## src/rtl/pwr_pkg.sv

```systemverilog
package pwr_pkg;
  typedef enum logic [2:0] {
    PS_D0 = 3'd0,
    PS_D1 = 3'd1,
    PS_D2 = 3'd2,
    PS_D3 = 3'd3,
    PS_D4 = 3'd4
  } pstate_e;

  function automatic logic code_ok(input logic [2:0] c);
    return c <= 3'd4;
  endfunction
endpackage

```

## src/rtl/pwr_state_fsm.sv

```systemverilog
module pwr_state_fsm
  import pwr_pkg::*;
#(
  parameter int unsigned D4_CYCLES = 8
) (
  input  logic       clk_i,
  input  logic       rst_ni,
  input  logic       req_valid_i,
  input  logic [2:0] req_state_i,
  output pstate_e    act_o,
  output logic       busy_o,
  output logic       clk_stop_ok_o
);
  localparam int unsigned CW = $clog2(D4_CYCLES + 1);

  logic [CW-1:0] cnt_q;
  logic          accept;

  assign accept = req_valid_i && !busy_o && code_ok(req_state_i);

  always_ff @(posedge clk_i or negedge rst_ni) begin
    if (!rst_ni) begin
      act_o         <= PS_D0;
      busy_o        <= 1'b0;
      cnt_q         <= '0;
      clk_stop_ok_o <= 1'b0;
    end else begin
      if (accept) begin
        if (req_state_i == PS_D4) begin
          busy_o <= 1'b1;
          cnt_q  <= CW'(D4_CYCLES);
        end else begin
          act_o <= pstate_e'(req_state_i);
        end
        // sticky: only a D0..D2 request clears it
        if (req_state_i <= 3'd2)      clk_stop_ok_o <= 1'b0;
        else if (req_state_i == 3'd3) clk_stop_ok_o <= 1'b1;
      end else if (busy_o) begin
        cnt_q <= cnt_q - CW'(1);
        if (cnt_q == CW'(1)) begin
          act_o  <= PS_D4;
          busy_o <= 1'b0;
        end
      end
    end
  end

  AST_UNDEF_IGNORED: assert property (@(posedge clk_i) disable iff (!rst_ni)
    (req_valid_i && !busy_o && req_state_i > 3'd4) |=> ($stable(act_o) && $stable(clk_stop_ok_o)));
  AST_D4_HOLD: assert property (@(posedge clk_i) disable iff (!rst_ni)
    (busy_o && cnt_q > CW'(1)) |=> $stable(act_o));
  AST_CLKSTOP_D3: assert property (@(posedge clk_i) disable iff (!rst_ni)
    (act_o == PS_D3) |-> clk_stop_ok_o);
endmodule

```

## src/rtl/evt_arbiter.sv

```systemverilog
module evt_arbiter
  import pwr_pkg::*;
(
  input  logic    clk_i,
  input  logic    rst_ni,
  input  pstate_e act_i,
  input  logic    evt_pend_i,
  input  logic    link_rst_i,
  input  logic    bclk_run_i,
  output logic    wake_o,
  output logic    unsol_o
);
  logic wake_sent_q, unsol_sent_q;
  logic fire_wake, fire_unsol;

  assign fire_unsol = evt_pend_i && !unsol_sent_q && !link_rst_i && bclk_run_i
                      && (act_i != PS_D4);
  assign fire_wake  = evt_pend_i && !wake_sent_q && !unsol_sent_q && link_rst_i
                      && (act_i == PS_D3);

  always_ff @(posedge clk_i or negedge rst_ni) begin
    if (!rst_ni) begin
      wake_o       <= 1'b0;
      unsol_o      <= 1'b0;
      wake_sent_q  <= 1'b0;
      unsol_sent_q <= 1'b0;
    end else begin
      wake_o       <= fire_wake;
      unsol_o      <= fire_unsol;
      wake_sent_q  <= evt_pend_i && (wake_sent_q || fire_wake);
      unsol_sent_q <= evt_pend_i && (unsol_sent_q || fire_unsol);
    end
  end

  AST_WAKE_PULSE: assert property (@(posedge clk_i) disable iff (!rst_ni)
    wake_o |=> !wake_o);
  AST_UNSOL_PULSE: assert property (@(posedge clk_i) disable iff (!rst_ni)
    unsol_o |=> !unsol_o);
  AST_NO_EVT_NO_PULSE: assert property (@(posedge clk_i) disable iff (!rst_ni)
    !evt_pend_i |=> (!wake_o && !unsol_o));
endmodule

```

## src/rtl/codec_pwr_ctrl.sv

```systemverilog
module codec_pwr_ctrl
  import pwr_pkg::*;
#(
  parameter int unsigned D4_CYCLES = 8
) (
  input  logic       clk_i,
  input  logic       rst_ni,
  input  logic       req_valid_i,
  input  logic [2:0] req_state_i,
  input  logic       link_rst_i,
  input  logic       bclk_run_i,
  input  logic       evt_pend_i,
  output logic [2:0] act_state_o,
  output logic       clk_stop_ok_o,
  output logic       wake_o,
  output logic       unsol_o,
  output logic       stream_en_o
);
  pstate_e act;
  logic    busy;

  pwr_state_fsm #(.D4_CYCLES(D4_CYCLES)) u_fsm (
    .clk_i        (clk_i),
    .rst_ni       (rst_ni),
    .req_valid_i  (req_valid_i),
    .req_state_i  (req_state_i),
    .act_o        (act),
    .busy_o       (busy),
    .clk_stop_ok_o(clk_stop_ok_o)
  );

  evt_arbiter u_arb (
    .clk_i     (clk_i),
    .rst_ni    (rst_ni),
    .act_i     (act),
    .evt_pend_i(evt_pend_i),
    .link_rst_i(link_rst_i),
    .bclk_run_i(bclk_run_i),
    .wake_o    (wake_o),
    .unsol_o   (unsol_o)
  );

  assign act_state_o = act;
  assign stream_en_o = (act == PS_D0) && !busy;

  AST_WAKE_IN_D3: assert property (@(posedge clk_i) disable iff (!rst_ni)
    wake_o |-> (act_state_o == 3'd3));
  AST_STREAM_D0: assert property (@(posedge clk_i) disable iff (!rst_ni)
    stream_en_o |-> (act_state_o == 3'd0));
endmodule

```

## config.mk

```make
export PLATFORM = sky130hd
export DESIGN_NAME = codec_pwr_ctrl
export DESIGN_NICKNAME = d
export VERILOG_FILES = /design/src/rtl/pwr_pkg.sv /design/src/rtl/pwr_state_fsm.sv /design/src/rtl/evt_arbiter.sv /design/src/rtl/codec_pwr_ctrl.sv
export SDC_FILE = /design/constraint.sdc
export NUM_CORES = 1
export LEC_CHECK = 0
export ABC_CLOCK_PERIOD_IN_PS = 2300
export CAP_MARGIN = 10
export CORE_AREA = 2 2 39 41
export CTS_CLUSTER_SIZE = 25
export DETAILED_ROUTE_END_ITERATION = 6
export DIE_AREA = 0 0 41 43
export GPL_TIMING_DRIVEN = 0
export PLACE_DENSITY_LB_ADDON = 0.2
export SLEW_MARGIN = 40
export SYNTH_ARGS = -nofsm -noshare
export SYNTH_HDL_FRONTEND = slang
export SYNTH_HIERARCHICAL = 1
export SYNTH_SLANG_ARGS = --single-unit
```

## constraint.sdc

```tcl
create_clock -name clk_i -period 2.3 [get_ports clk_i]
set_input_delay 0.46 -clock clk_i [delete_from_list [all_inputs] [get_ports clk_i]]
set_output_delay 0.46 -clock clk_i [all_outputs]
set_load 0.005 [all_outputs]
```

==> results of run 1 <==
[registers in the layout, summed over array words and instances (netlist names)]
register	count
u_fsm/cnt_q	4
u_fsm/busy_o	1
u_arb/wake_sent_q	1
u_fsm/clk_stop_ok_o	1
u_arb/wake_o	1
u_arb/unsol_o	1
u_fsm/act_o	3
u_arb/unsol_sent_q	1
[stage by stage]
| stage | power (mW) | hold slack (ns) |
|---|---|---|
| after floorplan | 0.589 | 0.164 |
| after global routing | 0.954 | 0.460 |
| final | 0.867 | 0.436 |
| after CTS | 0.887 | 0.439 |
| after global placement | 0.739 | 0.416 |
| after detailed placement | 0.746 | 0.429 |
[area by class of cell]
type	instances	area [µm²]	share of cell area [%]
clock buffer	4	26.3	3.29
tap	16	20.0	2.50
timing repair buffer	15	150	18.8
multi-input combinational	32	259	32.4
sequential	13	325	40.7
inverter	5	18.8	2.35
[power by group]
group,total [mW],switching [mW],internal (mW)
registers,0.403,0.0960,0.307
logic,0.328,0.115,0.213
clock network,0.136,0.0690,0.0671
[worst reg2reg max path: cells and delay by family, from the launching register on]
family,cells,cell delay [ns]
flip-flops,1,0.50
AO/OA/AOI/OAI,1,0.19
AND/OR/NAND/NOR,2,0.45
[cells by family (layout without fill, tap and decap cells)]
group           after synthesis  after routing  share of synthesized area, %
xor+xnor                      2              2                          2.91
buf+inv                       5             24                          3.11
mux                           1              1                          1.87
flops                        13             13                          53.9
simple gates                 17             17                          22.4
compound gates               10             10                          11.6
fa+ha+maj                     2              2                          4.15
[synth_stat cells (2+ instances only)]
cell type,count,area [µm²]
a22o_1,4,35.0
dfrtp_1,13,325
ha_1,2,25.0
inv_1,5,18.8
nand2_1,2,7.51
nor2_1,3,11.3
nor3_1,2,10.0
o21ai_0,3,15.0
[per-layer routing]
layer,track usage (%),part of all wire [%],up-vias
li1,-,-,217
met1,19.9,46,205
met2,20.6,48,11
met3,3.14,5.0,2
met4,10.0,1.1,0
met5,0,0,-
[worst paths after layout]
path                                   start             end  slack [ns]  cells after the start
min in group asynchronous             rst_ni  u_fsm/act_o[1]        0.55                      1
max in group asynchronous             rst_ni    u_arb/wake_o        1.37                      1
hold / removal             u_arb/wake_sent_q    u_arb/wake_o        0.44                      1
setup reg to reg                u_fsm/busy_o  u_fsm/act_o[0]        1.06                      3
hold reg to reg            u_arb/wake_sent_q    u_arb/wake_o        0.44                      1
setup / recovery                u_fsm/busy_o     stream_en_o        0.28                      2
==> metrics.md, run 1 <==
| Metric | Value |
|---|---|
| Crit-path max cell delay | 0.54 ns |
| Core ar. | approximately 1400 µm² |
| Top achievable clock speed | between 400 and 500 MHz |
| Worst Path Max Fanout | 9 |
| Critical Path End Type | output port |
| Clock slew at reported path FFs | roughly 0.070 ns |
| Max Cap Violations | 0 |
| Pwr Density | about 1100 nW/µm² |
| Postcts setup bufs | 0 |
| Number of synthesized flops with an enable pin | 0 |
| Initial drt markers | 1 |
| Setup-failing EPs final | 0 |
| Worst skew pair latency | around 0.27 ns |
| Antenna-violating nets left | 0 |
| Syn avg cell area | around 12 µm² |
| DRT Wirelength | a little over 1000 µm |
| DP HPWL | a little under 800 µm |
| CTS tree | yes |
| Maximum clock insertion buffer count | 2 |
| Clock period minus worst slack | a little over 2 ns |
| CP startpoint kind | flop |
| Fin. Hold Viols | 0 |
| Period utilization | approximately 90% |
| Initial Util | 43.6% |
| Mapped Area | 603 µm² |
| Largest net degree at the start of global routing | 14 |
| Port bufs | 15 |
| Row count | 14 |
| Fillers | between 100 and 150 |
| Worst-margin pin slew | around 0.57 ns |
| Seq/Total Area, Yosys | a little over half |
| Crit Path Class | flop to output port |
| CP required | 1.84 ns |
| CTS sink cnt | 13 |
| Peak supply drop | just over 0.5 mV |
| Die height | around 43 µm |
| Core Util, Final | 57.8% |
| WP data arrival | around 1.6 ns |
| Ys Warns | 6 |
| First-pass GRT wire length | ~1700 µm |
| Slowest CP cell | clkdlybuf4s50_1 |
| Dpl cells | 81 |
| Root Driver | clkbuf_4 |
| Primary FF master, synth | dfrtp_1 |
| CP Buf/Inv Count | 1 |
| Residual DRC | 0 |
| Placed Area | roughly 770 µm² |
| Vias in the first global route | approximately 420 |
| Final net count | 81 |
| Commonest non-fill, non-tap cell in the layout | clkdlybuf4s50_1 |
| Worst hold path type | flop to flop |
| Die Width | approximately 41 µm |
| Initial antenna violation count | 0 |
| H-tree levels | 1 |
| Mapped Cells | 50 |
| P&R area growth vs syn | 32.6% |
| Critical path's top delay family | buffers and inverters |
| Critical-path cell list | nor4_2 > clkdlybuf4s50_1 |
| Leak pwr | 0.352 nW |
| Vias | between 400 and 500 |
| Total die area | 1760 µm² |
| Tot GR Track Use | between 10 and 15% |
| Unrepaired setup endpoints after global routing | false |
| Final WS setup | between 0.2 and 0.3 ns |
| # IOs | 16 |
| Rel. slew slack | about 62% |
| Design Area, Final | between 700 and 800 µm² |
| Layout cells sized above 1 | 11.6% |
| WL/cell | ~12 µm |
| Status | completed |
| FF+latch count, synth | 13 |
| Post-CTS Resized | 0 |
| Fin cells | 85 |
| Drt pass-1 iters | 4 |
| Post-synth net total | approximately 60 |
| Synth unique cells | 24 |
| Max-slew violations | 0 |
| Post-DR vias/cell | ~5.1 |
| Setup TNS | 0 ns |
| Commonest non-fill, non-tap cells in the layout | clkdlybuf4s50_1 (15), dfrtp_1 (13), inv_1 (5) |
| Num CTS Buffers | 3 |
| Pre-CTS setup slack | around 0.52 ns |
| GRT overflow | 0 |
| FFs w/ async S/R, synth | 100% |
| Setup Skew | ~0.0029 ns |
| CTS hold repair buffers | 0 |
| Final Wtd Congestion | 0.622 |
| ANT cells | 0 |
No activity file was read; power rests on OpenSTA's default activity.
==> run 2, diff against run 1 <==
--- a/config.mk
+++ b/config.mk
@@ -5,12 +5,11 @@
 export SDC_FILE = /design/constraint.sdc
 export NUM_CORES = 1
 export LEC_CHECK = 0
-export ABC_CLOCK_PERIOD_IN_PS = 2300
+export ABC_CLOCK_PERIOD_IN_PS = 1800
 export CAP_MARGIN = 10
-export CORE_AREA = 2 2 39 41
+export CORE_UTILIZATION = 40
 export CTS_CLUSTER_SIZE = 25
 export DETAILED_ROUTE_END_ITERATION = 6
-export DIE_AREA = 0 0 41 43
 export GPL_TIMING_DRIVEN = 0
 export PLACE_DENSITY_LB_ADDON = 0.2
 export SLEW_MARGIN = 40
==> constraint.sdc (replaced) <==
create_clock -name clk_i -period 1.8 [get_ports clk_i]
set_input_delay 0.36 -clock clk_i [delete_from_list [all_inputs] [get_ports clk_i]]
set_output_delay 0.36 -clock clk_i [all_outputs]
set_load 0.005 [all_outputs]
==> run 2 against run 1 <==
Non-clock buffer count grew 3. Sequential share of layout area shrank 0.81 points. Total power grew 33%. Setup slack lost 0.13 ns. Register-to-register slack lost 0.55 ns. Sequential cell count is the same. Clock skew grew 0.0017 ns. Count of clock-buffer cells in the layout is the same. Core utilization grew 3.1 points. Combinational power grew 52%. Largest cell class unchanged.
==> metrics.md, run 2 (synthesis results as in run 1) <==
| Metric | Value |
|---|---|
| Worst Path Max Fanout | 4 |
| Die Width | approximately 41 µm |
| Status | completed |
| Sw Share | between 30% and 40% |
| Clock period minus worst slack | approximately 1.7 ns |
| CP startpoint kind | flop |
| R2R Path Start | u_fsm/busy_o |
| Crit Path Class | flop to output port |
| WP data arrival | between 1 and 1.5 ns |
| ANT cells | 0 |
| Fin. Hold Viols | 0 |
| Port bufs | 15 |
| Reg-to-Reg End | u_fsm/act_o[0] |
| Logic pwr share | 43.1% |
| Row count | 13 |
| Hold path startpoint | u_arb/wake_sent_q |
| Maximum clock insertion buffer count | 2 |
| R2R Setup Slk | slightly above 0.5 ns |
| Setup TNS | 0 ns |
| Initial antenna violation count | 0 |
| WL/cell | between 10 and 15 µm |
| Worst hold path type | flop to flop |
| Peak supply drop | approximately 0.8 mV |
| Unrepaired setup endpoints after global routing | false |
| Vias | 432 |
| Pwr Density | between 1000 and 1500 nW/µm² |
| NetSw | about 0.37 mW |
| Worst-margin pin slew | a little under 0.6 ns |
| Largest registers | u_fsm/cnt_q (4), u_fsm/act_o (3) |
| Fillers | roughly 110 |
| Tot GR Track Use | 16.5% |
| Rel. slew slack | 60.8% |
| Clock slew at reported path FFs | approximately 0.080 ns |
| Vias in the first global route | 411 |
| H-tree levels | 1 |
| Worst skew pair latency | 0.27 ns |
| Drt pass-1 iters | 4 |
| Antenna-violating nets left | 0 |
| Initial drt markers | 7 |
| Num CTS Buffers | 3 |
| Setup Skew | roughly 0.0045 ns |
| CTS tree | yes |
| Pre-CTS setup slack | 0.114 ns |
| Hold path cells | 1 |
| Internal power | approximately 0.8 mW |
| DP HPWL | between 700 and 800 µm |
| First-pass GRT wire length | ~1800 µm |
| # IOs | 16 |
| Max FFs per register | 4 |
| Final total power | about 1.2 mW |
| DRT Wirelength | 1070 µm |
| Die height | ~41 µm |
| CTS sink cnt | 13 |
| Commonest non-fill, non-tap cell in the layout | clkdlybuf4s50_1 |
| Residual DRC | 0 |
| Post-DR vias/cell | ~5.0 |
| Critical Path End Type | output port |
| Largest Register | u_fsm/cnt_q |
| Crit-path max cell delay | 0.49 ns |
| Leak pwr | roughly 0.37 nW |
| Final Wtd Congestion | approximately 0.64 |
| Total die area | 1670 µm² |
| P&R area growth vs syn | 36.3% |
| GRT overflow | 0 |
| Slowest CP cell | clkdlybuf4s50_1 |
| Core ar. | 1350 µm² |
| Root Driver | clkbuf_4 |
| Top achievable clock speed | between 600 and 700 MHz |
| Max Cap Violations | 0 |
| Commonest non-fill, non-tap cells in the layout | clkdlybuf4s50_1 (14), dfrtp_1 (11), inv_1 (5) |
| Final WS setup | ~0.15 ns |
| Max-slew violations | 0 |
| Period utilization | roughly nine tenths |
| Final net count | 84 |
| Critical-path cell list | buf_4 > clkdlybuf4s50_1 |
| Clock network power share | 15.1% |
| Reg2reg path depth | 4 |
| CP required | approximately 1.4 ns |
| Layout cells sized above 1 | 18.1% |
| Reg power frac | 41.8% |
| Largest net degree at the start of global routing | 14 |
| WHS Endpoint | u_arb/wake_o |
| Setup-failing EPs final | 0 |
| Initial Util | around 45% |
[run 2: cell count changes in the layout (fill, tap and decap cells not counted), sizes merged]
cell           delta
clkdlybuf4s50     -1
buf               +3
dlygate4sd2       +1
[run 2: layer usage]
layer / share of wire, % / wire length [µm] / track usage, %
met2: 40 / 424 / 22.3
met5: 0 / 0 / 0
met1: 53 / 566 / 23.8
met3: 6.0 / 64 / 3.26
met4: 0.75 / 8 / 10.0
[run 2: stage by stage]
stage               instances  area (µm²)  util, %  hold slack [ns]
finish                     87         822     60.9            0.436
global route               87         822     60.9            0.465
CTS                        87         822     60.9            0.435
detailed placement         80         772     57.2            0.422
global placement           80         772     57.2            0.419
floorplan                  50         603        -           0.0644
[run 2: cell type report]
cell class	instances	area (µm²)	area share, %
Multi-Input combinational cell	32	259	31.5
Inverter	5	18.8	2.28
Timing Repair Buffer	18	171	20.9
Clock buffer	4	26.3	3.20
Tap cell	15	18.8	2.28
Sequential cell	13	328	39.9
[run 2: what timing repair did]
item,CTS,global route
hold buffers,0,0
setup buffers,3,0
gates resized for setup,3,0
setup endpoints to repair,1,0
[run 2: how the worst max path moves through the flow]
stage / from / end / cells past startpoint
3_5_place_dp: req_valid_i / u_fsm/cnt_q[0] / 4
6_report: u_fsm/act_o[1] / act_state_o[1] / 2
5_1_grt: u_fsm/act_o[1] / act_state_o[1] / 2
3_3_place_gp: req_valid_i / u_fsm/cnt_q[0] / 4
4_1_cts: u_fsm/act_o[1] / act_state_o[1] / 2
2_1_floorplan: u_fsm/busy_o / u_fsm/act_o[0] / 3
[run 2: critical path: cells and delay by family (launching register included)]
kind	cells	cell delay, ns
buffers and inverters	2	0.63
flip-flops	1	0.38
[run 2: power by group through the flow]
stage | sequential (mW) | clock (mW) | combinational [mW]
4_1_cts | 0.484 | 0.178 | 0.504
6_report | 0.484 | 0.174 | 0.498
3_5_place_dp | 0.528 | 0 | 0.422
3_3_place_gp | 0.526 | 0 | 0.415
5_1_grt | 0.501 | 0.198 | 0.563
2_1_floorplan | 0.504 | 0 | 0.249
==> run 3, diff against run 2 <==
--- a/config.mk
+++ b/config.mk
@@ -5,7 +5,6 @@
 export SDC_FILE = /design/constraint.sdc
 export NUM_CORES = 1
 export LEC_CHECK = 0
-export ABC_CLOCK_PERIOD_IN_PS = 1800
 export CAP_MARGIN = 10
 export CORE_UTILIZATION = 40
 export CTS_CLUSTER_SIZE = 25
==> results of run 3 <==
The final DEF is identical to that of run 2; final timing and power are the same.
